<file path="src/rtl/page_alloc_ctl.sv">
module page_alloc_ctl #(
  parameter int PAGES = 4,
  parameter logic [7:0] FAIL_CODE = 8'h80,
  localparam int PW = $clog2(PAGES),
  localparam int CW = $clog2(PAGES + 1)
) (
  input  logic          clk,
  input  logic          rst_n,
  input  logic          cmd_valid,
  input  logic [2:0]    cmd_op,
  input  logic          pnum_wr,
  input  logic [7:0]    pnum_in,
  input  logic          tx_start,
  input  logic          auto_release,
  input  logic          done_pop,
  input  logic          rx_enable,
  input  logic          soft_reset,
  input  logic          rx_req,
  output logic          rx_grant,
  output logic          rx_fail,
  output logic [PW-1:0] rx_page,
  output logic [7:0]    alloc_result,
  output logic          alloc_done,
  output logic          rx_pending,
  output logic [7:0]    rx_head,
  output logic [7:0]    done_head,
  output logic [CW-1:0] pages_used,
  output logic [CW-1:0] tx_level
);
  localparam logic [PAGES-1:0] FULL = '1;
  localparam logic [CW-1:0] QMAX = CW'(PAGES);

  logic [PAGES-1:0] map, m_n;
  logic [PW-1:0] rq [PAGES], rq_n [PAGES];
  logic [PW-1:0] tq [PAGES], tq_n [PAGES];
  logic [PW-1:0] cq [PAGES], cq_n [PAGES];
  logic [CW-1:0] rn, rn_n, tn, tn_n, cn, cn_n;
  logic [7:0] res, res_n, pnum;
  logic ad_n, rs_n, rel, gr;
  logic [PW-1:0] rel_p, sent, fp;

  function automatic logic [PW-1:0] low_free(input logic [PAGES-1:0] m);
    low_free = '0;
    for (int i = PAGES - 1; i >= 0; i--)
      if (!m[i]) low_free = PW'(i);
  endfunction

  always_comb begin
    m_n = map; rq_n = rq; tq_n = tq; cq_n = cq;
    rn_n = rn; tn_n = tn; cn_n = cn;
    res_n = res; ad_n = alloc_done; rs_n = rx_pending;
    rel = 1'b0; rel_p = '0; sent = '0; fp = '0; gr = 1'b0;

    if (cmd_valid) begin
      case (cmd_op)
        3'd1: begin
          res_n = FAIL_CODE;
          ad_n = 1'b0;
          if (m_n != FULL) begin
            fp = low_free(m_n);
            m_n[fp] = 1'b1;
            res_n = 8'(fp);
            ad_n = 1'b1;
          end
        end
        3'd2: begin
          m_n = '0; rn_n = '0; tn_n = '0; cn_n = '0;
          res_n = '0; rs_n = 1'b0;
        end
        3'd3, 3'd4: begin
          if (rn_n != '0) begin
            if (cmd_op == 3'd4) begin
              rel = 1'b1;
              rel_p = rq_n[0];
            end
            for (int i = 0; i < PAGES - 1; i++) rq_n[i] = rq_n[i+1];
            rn_n = rn_n - 1'b1;
          end
          rs_n = (rn_n != '0);
        end
        3'd5: begin
          rel = 1'b1;
          rel_p = pnum[PW-1:0];
        end
        3'd6: begin
          if (tn_n < QMAX) begin
            tq_n[tn_n[PW-1:0]] = pnum[PW-1:0];
            tn_n = tn_n + 1'b1;
          end
        end
        3'd7: begin
          tn_n = '0;
          cn_n = '0;
        end
        default: ;
      endcase
    end

    if (rel) begin
      m_n[rel_p] = 1'b0;
      if (res_n == FAIL_CODE && m_n != FULL) begin
        fp = low_free(m_n);
        m_n[fp] = 1'b1;
        res_n = 8'(fp);
        ad_n = 1'b1;
      end
    end

    if (tx_start && tn_n != '0) begin
      sent = tq_n[0];
      for (int i = 0; i < PAGES - 1; i++) tq_n[i] = tq_n[i+1];
      tn_n = tn_n - 1'b1;
      if (auto_release) begin
        m_n[sent] = 1'b0;
        if (res_n == FAIL_CODE && m_n != FULL) begin
          fp = low_free(m_n);
          m_n[fp] = 1'b1;
          res_n = 8'(fp);
          ad_n = 1'b1;
        end
      end else if (cn_n < QMAX) begin
        cq_n[cn_n[PW-1:0]] = sent;
        cn_n = cn_n + 1'b1;
      end
    end

    if (done_pop && cn_n != '0) begin
      for (int i = 0; i < PAGES - 1; i++) cq_n[i] = cq_n[i+1];
      cn_n = cn_n - 1'b1;
    end

    if (rx_req && rx_enable && !soft_reset && m_n != FULL && rn_n < QMAX) begin
      gr = 1'b1;
      fp = low_free(m_n);
      m_n[fp] = 1'b1;
      rq_n[rn_n[PW-1:0]] = fp;
      rn_n = rn_n + 1'b1;
      rs_n = 1'b1;
    end
  end

  always_ff @(posedge clk or negedge rst_n) begin
    if (!rst_n) begin
      map <= '0; rn <= '0; tn <= '0; cn <= '0;
      res <= '0; alloc_done <= 1'b0; rx_pending <= 1'b0; pnum <= '0;
      for (int i = 0; i < PAGES; i++) begin
        rq[i] <= '0; tq[i] <= '0; cq[i] <= '0;
      end
    end else begin
      map <= m_n; rq <= rq_n; tq <= tq_n; cq <= cq_n;
      rn <= rn_n; tn <= tn_n; cn <= cn_n;
      res <= res_n; alloc_done <= ad_n; rx_pending <= rs_n;
      if (pnum_wr) pnum <= pnum_in;
    end
  end

  assign rx_grant     = gr;
  assign rx_fail      = rx_req && !gr;
  assign rx_page      = rq_n[rn_n[PW-1:0] - 1'b1];
  assign alloc_result = res;
  assign rx_head      = (rn == '0) ? FAIL_CODE : 8'(rq[0]);
  assign done_head    = (cn == '0) ? FAIL_CODE : 8'(cq[0]);
  assign pages_used   = CW'($countones(map));
  assign tx_level     = tn;

  assert_one_response_R6: assert property (@(posedge clk) disable iff (!rst_n)
    !(rx_grant && rx_fail));
  assert_grant_sets_pending_R6: assert property (@(posedge clk) disable iff (!rst_n)
    rx_grant |=> rx_pending);
  assert_full_alloc_fails_R3: assert property (@(posedge clk) disable iff (!rst_n)
    (cmd_valid && cmd_op == 3'd1 && pages_used == QMAX && !tx_start)
      |=> (alloc_result == FAIL_CODE && !alloc_done));
  assert_reset_cmd_clears_R5: assert property (@(posedge clk) disable iff (!rst_n)
    (cmd_valid && cmd_op == 3'd2 && !rx_req)
      |=> (pages_used == '0 && tx_level == '0 && rx_head == FAIL_CODE && done_head == FAIL_CODE));
  assert_host_first_R10: assert property (@(posedge clk) disable iff (!rst_n)
    (cmd_valid && cmd_op == 3'd1 && pages_used == QMAX - 1'b1 && !tx_start) |-> !rx_grant);
  assert_txq_bound_R8: assert property (@(posedge clk) disable iff (!rst_n)
    tx_level <= QMAX);
endmodule

</file>
<file path="config.mk">
export PLATFORM = sky130hd
export DESIGN_NAME = page_alloc_ctl
export DESIGN_NICKNAME = d
export VERILOG_FILES = /design/src/rtl/page_alloc_ctl.sv
export SDC_FILE = /design/constraint.sdc
export NUM_CORES = 1
export LEC_CHECK = 0
export BUFFER_PORTS_ARGS = -buffer_cell sky130_fd_sc_hd__buf_2
export CAP_MARGIN = 0
export CORE_MARGIN = 1
export CORE_UTILIZATION = 55
export DETAILED_ROUTE_END_ITERATION = 10
export PLACE_DENSITY = 0.78
export RECOVER_POWER = 100
export SLEW_MARGIN = 30
export SYNTH_ARGS = -nofsm -noshare
export SYNTH_HDL_FRONTEND = slang
export SYNTH_SLANG_ARGS = --single-unit
</file>
<file path="constraint.sdc">
create_clock -name clk -period 8.15 [get_ports clk]
set_input_delay 0.4075 -clock clk [delete_from_list [all_inputs] [get_ports clk]]
set_output_delay 0.4075 -clock clk [all_outputs]
set_load 0.01 [all_outputs]
</file>
==> results of run 1 <==
==> sequential cells by signal, indices dropped and copies added, names as in the netlist <==
name	count
alloc_done	1
alloc_result	8
cn	3
cq	8
map	4
pnum	2
rn	3
rq	8
rx_pending	1
tq	8
tx_level	3
==> stage by stage <==
step,area (um2),util (%)
detailed placement,3829,60.30
global route,3820,60.16
floorplan,3670,-
CTS,3911,61.60
global placement,3826,60.26
finish,3820,60.16
==> logic make-up (layout without fill, tap and decap cells) <==
| kind of cell | Yosys count | count (layout) |
|---|---|---|
| compound gates | 84 | 84 |
| fa+ha+maj | 23 | 23 |
| xor+xnor | 5 | 5 |
| mux | 40 | 40 |
| simple gates | 136 | 136 |
| flops | 49 | 49 |
| other cells | 1 | 10 |
| buf+inv | 44 | 70 |
==> cell type report <==
class | count | area (um2) | area share (%)
clock buffers | 6 | 72.57 | 1.900
clock inverters | 2 | 10.01 | 0.2620
multi-input cells | 298 | 2157 | 56.47
repair buffers | 41 | 176.4 | 4.618
well taps | 77 | 96.34 | 2.522
inverters | 21 | 81.33 | 2.129
flip-flops and latches | 49 | 1226 | 32.10
==> layer usage <==
layer | vias up | share of wire, % | global-route usage, %
met3 | 7 | 4.9 | 3.181
met2 | 87 | 48 | 39.12
met5 | - | 0 | 0
met1 | 1393 | 46 | 31.19
li1 | 1432 | - | -
met4 | 0 | 0.94 | 8.934
==> cell usage in the layout (no fill, tap or decap), types with 7 or more instances in the layout <==
master,Yosys,routed
a21oi_1,20,21
buf_2,1,15
clkbuf_1,6,26
conb_1,1,10
dfrtp_1,49,49
ha_1,22,22
inv_1,20,20
mux2i_1,30,30
nand2_1,25,25
nand2b_1,13,13
nand3_1,10,10
nor2_1,22,22
nor2b_1,7,7
nor3_1,11,11
o211ai_1,9,9
o21ai_0,17,18
==> where the power goes <==
part	switching (mW)	internal (mW)	leakage [nW]	total (mW)
Combinational	0.370	0.254	1.13	0.625
Clock	0.0777	0.0596	0.0450	0.137
Sequential	0.0805	0.334	0.611	0.415
==> critical path: stages, from the launching register on <==
cell and delay, ps:
dfrtp_1 450, inv_1 90, ha_1 270, nor3b_1 170
a21oi_1 70, nor2_1 100, a21oi_1 60, ha_1 200
ha_1 210, nor2b_1 440, nand2_1 250, a211oi_1 330
or4b_2 620, a211oi_1 560, nor3_2 90, o21ai_0 560
inv_4 100, a21oi_1 390, mux4_2 550, clkbuf_1 140
==> final timing paths <==
| check | start | end | slack (ps) | cells after the start |
|---|---|---|---|---|
| min in group asynchronous | rst_n | cn[0]$_DFF_PN0_ | 910 | 1 |
| worst max register to register | tx_level[0]$_DFF_PN0_ | rn[0]$_DFF_PN0_ | 2960 | 17 |
| worst max-delay path | tx_level[0]$_DFF_PN0_ | rx_page[0] | 1800 | 19 |
| worst min register to register | tq[0]$_DFF_PN0_ | tq[0]$_DFF_PN0_ | 490 | 1 |
| max in group asynchronous | rst_n | rx_pending$_DFFE_PN0P_ | 5760 | 1 |
| worst min-delay path | pnum_in[1] | pnum[1]$_DFFE_PN0P_ | 330 | 2 |
==> flow_summary_export.csv, run 1 <==
group,metric,value,unit
run_status,run_status,"finished, violations left",
run_status,violations,"max-capacitance violations, max-slew violations",
die,fp.coreArea,6350,um2
place,dp_hpwl,5.914,mm
drt,drc,0,
drt,drt_iter0_drc,138,
timing,finalHoldWorstSlack,334.2,ps
drt,routedWlPerCell,15.79,um
global_routing,via_count_of_the_first_global_routing_pass,2759,
drt,final_routed_wirelength,7.800,mm
cts,postCtsHoldBufs,0,
die,die_area,6940,um2
finish,antenna_cells,0,
timing,final_max_slew_viol_count,50,
finish,layout.nets,460,
yosys,post_synth_inst_count,382,
place,numPlacedInstances,486,
place,place.gp.congestion,0.9284,
timing,rsz0062_at_grt,"no",
pwr,cellLeakagePower,1.787,nW
drt,drt_pre_antenna_iters,5,
global_routing,antenna_found_initial,0,
worst_setup_path,required,7740,ps
yosys,ys_ff_latch,49,
timing,tns,0,ps
cts,cts_resized,0,
cts,max-clock-path-buffers,2,
worst_setup_path,cp.arrival,5940,ps
finish,fillers,564,
die,chip_width,83.31,um
yosys,synth.most_common_cell,"dfrtp_1",
pwr,power-per-cell-area,308.0,nW/um2
yosys,synth.area.top_cells,"dfrtp_1, mux2i_1, ha_1, a21oi_1, nand2_1",
yosys,synth_simple_gate_area_share,22.16,%
worst_setup_path,path_class,"reg2out",
yosys,adder_cell_share_of_the_synthesized_area,8.121,%
worst_setup_path,worst_setup_path_start_kind,"flip-flop",
global_routing,globalRoute.totalOverflow,0,
timing,period_minus_slack,6351,ps
die,initial_core_util,57.26,%
global_routing,gr-usage-all-layers,23.52,%
timing,worst_slew_margin_rel,-73.97,%
timing,timing_hold_violations_final,0,
pwr,p_total,1.177,mW
global_routing,grt_max_degree,50,
yosys,synth_common_cells,"dfrtp_1, mux2i_1, nand2_1",
timing,timing.fmax,0.1575,GHz
yosys,seq_area_frac_synth,33.72,%
place,port_buffers,40,
worst_setup_path,critical_path.endpoint_type,"output pin",
cts,numCtsBuffers,5,
worst_setup_path,worstPathMaxFanout,7,
die,core.rowCount,29,
cts,numClockSinks,49,
finish,layout-area-overhead-vs-synth,5.058,%
yosys,synth.lib_cells_used.distinct,74,
yosys,dominantRegCellSynth,"dfrtp_1",
pwr,irDropWorstVdd,0.0001788,V
yosys,synth_top_cell_by_area,"dfrtp_1",
yosys,synth_compound_gate_area_share,16.10,%
finish,finish.cell_count_without_fillers,494,
place,post-place-ws,2948,ps
yosys,synth_mux_area_share,11.77,%
timing,fin_skew,8.984,ps
drt,drt.antenna.violating_nets,0,
yosys,synth.top_cell.area_share,33.72,%
yosys,synth_async_sr_flop_share,100.0,%
cts,clk_transition_reported_paths,80,ps
global_routing,grt_pass1_wl,13.24,mm
cts,cts_root_buf,"clkbuf_8",
timing,final_critical_path_setup_slack,1799,ps
yosys,xor_xnor_fraction_of_synth_area,1.721,%
finish,drive_gt1_share,10.79,%
yosys,ys_warn_count,0,
run,max_cap_viol,1,
timing,worst_margin_slew,2610,ps
timing,setup_failing_eps_final,0,
drt,route.vias.total,2919,
drt,route.detailed.vias_per_inst,5.909,
cts,htree_num_levels,2,
die,floorplan.die.height,83.31,um
yosys,avgSynthCellArea,9.518,um2
cts,clock_latency_at_the_later_pin_of_the_worst_skew_pair,310,ps
yosys,synth.cell_area,3636,um2
yosys,synth_enable_flop_cells,0,
cts,post-cts-setup-buffers,0,
min_path,timing.hold.worst.class,"in2reg",
die,io_pins,57,
cts,clock_tree_from_tritoncts,"done",
timing,layout_worst_path_cycle_share,77.92,%
yosys,synth_top_family_by_area,"simple AND/OR/NAND/NOR gates",
Note: power is estimated with default switching activity, not from simulation.
==> run 2: changes to the inputs <==
- clock period: 8.15 -> 6.1 ns (I/O delays scaled with it)
==> flow_summary_export.csv, run 2 (same netlist as run 1, synthesis figures left out) <==
group,metric,value,unit
run_status,run_status,"finished, violations left",
run_status,violations,"max-capacitance violations, max-slew violations",
finish,register_area,1226,um2
run,max_cap_viol,1,
global_routing,globalRoute.totalOverflow,0,
drt,drc,0,
drt,drt_iter0_drc,138,
cts,numCtsBuffers,5,
finish,multiInputGateArea,2211,um2
worst_setup_path,path_class,"reg2out",
place,place.gp.congestion,0.8919,
drt,route.detailed.vias_per_inst,5.791,
finish,fillers,579,
global_routing,grt_max_degree,50,
cts,clock_tree_from_tritoncts,"done",
worst_setup_path,worst_r2r_path_depth,17,
drt,route.vias.total,2861,
place,dp_hpwl,5.824,mm
place,port_buffers,40,
drt,drt.antenna.violating_nets,0,
timing,worst_slew_margin_rel,-73.32,%
min_path,hp-start,"pnum_in[1]",
die,floorplan.die.height,83.31,um
cts,clk_transition_reported_paths,80,ps
pwr,irDropWorstVdd,0.0002545,V
min_path,timing.hold.worst.class,"in2reg",
cts,max-clock-path-buffers,2,
worst_setup_path,worst_setup_path_start_kind,"flip-flop",
timing,tns,0,ps
cts,cts_root_buf,"clkbuf_8",
die,chip_width,83.31,um
min_path,hold_path_cell_cnt,2,
global_routing,antenna_found_initial,0,
finish,most-common-layout-cells,"dfrtp_1, mux2i_1, clkbuf_1, nand2_1",
worst_setup_path,worstPathMaxFanout,7,
timing,setup_failing_eps_final,0,
finish,drive_gt1_share,11.51,%
worst_setup_path,rr_endpoint,"map[3]$_DFF_PN0_",
finish,antenna_cells,0,
worst_setup_path,critical_path.endpoint_type,"output pin",
cts,postCtsHoldBufs,0,
die,die_area,6940,um2
min_path,timing.hold.worst_endpoint,"pnum[1]$_DFFE_PN0P_",
pwr,cellLeakagePower,1.803,nW
drt,final_routed_wirelength,7.549,mm
die,core.rowCount,29,
die,fp.coreArea,6350,um2
pwr,power-per-cell-area,416.0,nW/um2
cts,htree_num_levels,2,
timing,worst_margin_slew,2600,ps
timing,rsz0062_at_grt,"no",
timing,fin_skew,6.468,ps
finish,layout.cells.most_common,"dfrtp_1",
die,io_pins,57,
timing,timing_hold_violations_final,0,
cts,cts_resized,0,
cts,clock_latency_at_the_later_pin_of_the_worst_skew_pair,300,ps
worst_setup_path,rrSetupSlack,1690,ps
finish,final_core_util,61.26,%
timing,timing.fmax,0.1820,GHz
worst_setup_path,timing.rr.start,"tx_level[0]$_DFF_PN0_",
global_routing,grt_pass1_wl,12.91,mm
drt,routedWlPerCell,15.28,um
finish,layout.nets,460,
drt,drt_pre_antenna_iters,4,
worst_setup_path,required,5790,ps
cts,numClockSinks,49,
timing,period_minus_slack,5495,ps
worst_setup_path,cp.arrival,5190,ps
die,initial_core_util,57.26,%
timing,final_max_slew_viol_count,50,
finish,layout-area-overhead-vs-synth,6.986,%
cts,post-cts-setup-buffers,0,
global_routing,via_count_of_the_first_global_routing_pass,2702,
timing,layout_worst_path_cycle_share,90.08,%
global_routing,gr-usage-all-layers,23.03,%
-- run 2: cell types whose count changed in the layout (fill, tap and decap cells not counted), moves of 2 or more --
cell | previous run | this run
buf_2 | 15 | 13
clkbuf_8 | 5 | 7
and2_1 | 5 | 9
and2_0 | 5 | 1
-- run 2: power breakdown --
part / total, mW / internal (mW) / switching, mW
clock: 0.208 / 0.103 / 0.105
sequential: 0.549 / 0.446 / 0.102
combinational: 0.862 / 0.353 / 0.509
-- run 2: worst max-delay path, cell delays in order, from the launching register on --
cell	delay (ps)
dfrtp_1	460
inv_1	90
ha_1	280
nor3b_1	180
a21oi_1	60
nor2_1	110
a21oi_1	70
ha_1	200
ha_1	220
nor2b_1	440
nand2_1	250
a211oi_1	370
or4b_1	530
a211oi_4	290
nor3_2	110
o21ai_4	250
inv_4	100
a21oi_4	220
mux4_2	530
clkbuf_1	140
-- run 2: worst max-delay path by stage --
stage          slack [ps]  cells after the start    endpoint             startpoint
2_1_floorplan        1640                     19  rx_page[0]  tx_level[0]$_DFF_PN0_
3_3_place_gp         1130                     19  rx_page[0]  tx_level[0]$_DFF_PN0_
3_5_place_dp         1010                     19  rx_page[0]  tx_level[0]$_DFF_PN0_
4_1_cts               650                     19  rx_page[0]  tx_level[0]$_DFF_PN0_
5_1_grt               180                     19  rx_page[0]  tx_level[0]$_DFF_PN0_
6_report              610                     19  rx_page[0]  tx_level[0]$_DFF_PN0_
-- run 2: layout make-up --
cell class,instances,area share [%]
Tap cell,77,2.477
Timing Repair Buffer,41,4.471
Sequential cell,49,31.52
Clock buffer,7,2.477
Multi-Input combinational cell,298,56.83
Clock inverter,1,0.1287
Inverter,21,2.091
-- run 2: through the flow --
stage	worst slack [ps]	total power, mW	hold slack (ps)	instances	area (um2)
3_5_place_dp	1008	1.430	357.6	486	3829
4_1_cts	651.3	1.645	20.86	494	3930
2_1_floorplan	1636	1.201	9.409	391	3670
6_report	605.0	1.618	228.3	494	3890
5_1_grt	181.6	1.765	242.8	494	3890
3_3_place_gp	1129	1.394	477.3	486	3826
-- run 2: metal layers --
layer	GRT usage (%)	part of all wire (%)	routed length, um
met5	0	0	0
met4	6.426	1.2	90
met3	2.883	3.7	281
met2	40.01	49	3722
met1	30.18	46	3454
==> run 3: changes to the inputs <==
- CTS_BUF_LIST: not set -> sky130_fd_sc_hd__clkbuf_8 sky130_fd_sc_hd__clkbuf_16
- GPL_ROUTABILITY_DRIVEN: not set -> 0
- SLEW_MARGIN: 30 -> 20
==> flow_summary_export.csv, run 3 (same netlist as run 1, synthesis figures left out) <==
group,metric,value,unit
run_status,run_status,"finished, violations left",
run_status,violations,"max-capacitance violations, max-slew violations",
cts,htree_num_levels,2,
worst_setup_path,path_class,"reg2out",
cts,cts_root_buf,"clkbuf_8",
drt,drt.antenna.violating_nets,0,
cts,cts_resized,0,
timing,fin_skew,9.538,ps
worst_setup_path,required,5790,ps
global_routing,gr-usage-all-layers,22.45,%
die,die_area,6940,um2
place,post-place-ws,1040,ps
global_routing,grt_max_degree,50,
worst_setup_path,worstPathMaxFanout,7,
drt,drt_iter0_drc,175,
place,port_buffers,40,
timing,rsz0062_at_grt,"no",
finish,layout.cells.most_common,"dfrtp_1",
timing,layout_worst_path_cycle_share,90.06,%
cts,clock_tree_from_tritoncts,"done",
finish,layout-area-overhead-vs-synth,6.573,%
finish,layout.nets,460,
drt,route.detailed.vias_per_inst,6.018,
drt,route.vias.total,2973,
cts,numCtsBuffers,5,
finish,antenna_cells,0,
pwr,cellLeakagePower,1.795,nW
die,initial_core_util,57.26,%
cts,clock_latency_at_the_later_pin_of_the_worst_skew_pair,310,ps
global_routing,via_count_of_the_first_global_routing_pass,2714,
timing,worst_margin_slew,2571,ps
cts,clk_transition_reported_paths,80,ps
timing,final_max_slew_viol_count,50,
place,dp_hpwl,5.793,mm
die,chip_width,83.31,um
worst_setup_path,critical_path.endpoint_type,"output pin",
pwr,power-per-cell-area,415.8,nW/um2
worst_setup_path,cp.arrival,5190,ps
die,fp.coreArea,6350,um2
timing,timing_hold_violations_final,0,
timing,final_critical_path_setup_slack,606.6,ps
finish,most-common-layout-cells,"dfrtp_1, mux2i_1, clkbuf_1, nand2_1",
drt,final_routed_wirelength,7.639,mm
min_path,timing.hold.worst.class,"in2reg",
cts,postCtsHoldBufs,0,
worst_setup_path,worst_setup_path_start_kind,"flip-flop",
global_routing,antenna_found_initial,0,
die,core.rowCount,29,
pwr,irDropWorstVdd,0.0002348,V
timing,finalHoldWorstSlack,232.7,ps
timing,tns,0,ps
drt,drc,0,
timing,timing.fmax,0.1820,GHz
cts,post-cts-setup-buffers,0,
drt,drt_pre_antenna_iters,4,
run,max_cap_viol,1,
cts,max-clock-path-buffers,2,
drt,routedWlPerCell,15.46,um
cts,numClockSinks,49,
timing,setup_failing_eps_final,0,
die,io_pins,57,
timing,worst_slew_margin_rel,-71.42,%
die,floorplan.die.height,83.31,um
global_routing,globalRoute.totalOverflow,0,
finish,drive_gt1_share,11.51,%
global_routing,grt_pass1_wl,12.58,mm
timing,period_minus_slack,5493,ps
-- run 3: cell count changes in the layout (fill, tap and decap cells not counted) --
| cell | previous run | this run |
|---|---|---|
| and2_0 | 1 | 4 |
| or4b_1 | 1 | 0 |
| and2_1 | 9 | 6 |
| or4b_4 | 0 | 1 |
| xnor2_4 | 1 | 0 |
| xnor2_1 | 1 | 2 |
-- run 3: final cells by class --
cell class                      count  area, um2
Inverter                           21      81.33
Multi-Input combinational cell    298       2196
Clock buffer                        7      96.34
Timing Repair Buffer               41      173.9
Fill cell                         576       2475
Clock inverter                      1      5.005
Tap cell                           77      96.34
Sequential cell                    49       1226
-- run 3: power breakdown --
part	total (mW)	internal, mW	switching (mW)
clock	0.206	0.103	0.104
sequential	0.552	0.446	0.106
combinational	0.853	0.345	0.508
total	1.61	0.894	0.718
-- run 3: worst paths after layout --
| kind | slack [ps] | end | from | depth (start not counted) |
|---|---|---|---|---|
| max | 610 | rx_page[0] | tx_level[0]$_DFF_PN0_ | 19 |
| min | 230 | pnum[0]$_DFFE_PN0P_ | pnum_in[0] | 2 |
| max reg2reg | 1560 | map[3]$_DFF_PN0_ | tx_level[0]$_DFF_PN0_ | 17 |
| min reg2reg | 500 | cq[1]$_DFF_PN0_ | cq[1]$_DFF_PN0_ | 1 |
| max in group asynchronous | 3850 | rq[3]$_DFF_PN0_ | rst_n | 1 |
| min in group asynchronous | 790 | cn[0]$_DFF_PN0_ | rst_n | 1 |
-- run 3: routing by layer --
metal	GRT usage, %	vias up	wire length (um)
li1	-	1426	-
met1	28.19	1434	3386
met2	37.85	92	3677
met3	3.976	21	349
met4	9.875	0	225
met5	0	-	0
-- run 3: per-stage QoR --
stage | area, um2 | power [mW] | std cells | util, %
6_report | 3875 | 1.611 | 494 | 61.02
5_1_grt | 3875 | 1.750 | 494 | 61.02
4_1_cts | 3928 | 1.643 | 494 | 61.85
3_5_place_dp | 3826 | 1.425 | 486 | 60.26
3_3_place_gp | 3826 | 1.389 | 486 | 60.26
2_1_floorplan | 3670 | 1.201 | 391 | -
-- run 3: critical path, stage by stage, from the launching register on --
cell and delay (ps):
dfrtp_1 470, inv_1 100, ha_1 280, nor3b_1 180
a21oi_1 60, nor2_1 100, a21oi_1 60, ha_1 200
ha_1 220, nor2b_1 420, nand2_1 230, a2111o_1 390
nor4_1 320, a22oi_1 270, or2_2 390, o21ai_4 200
inv_4 80, xnor2_1 410, mux4_2 380, clkbuf_1 140
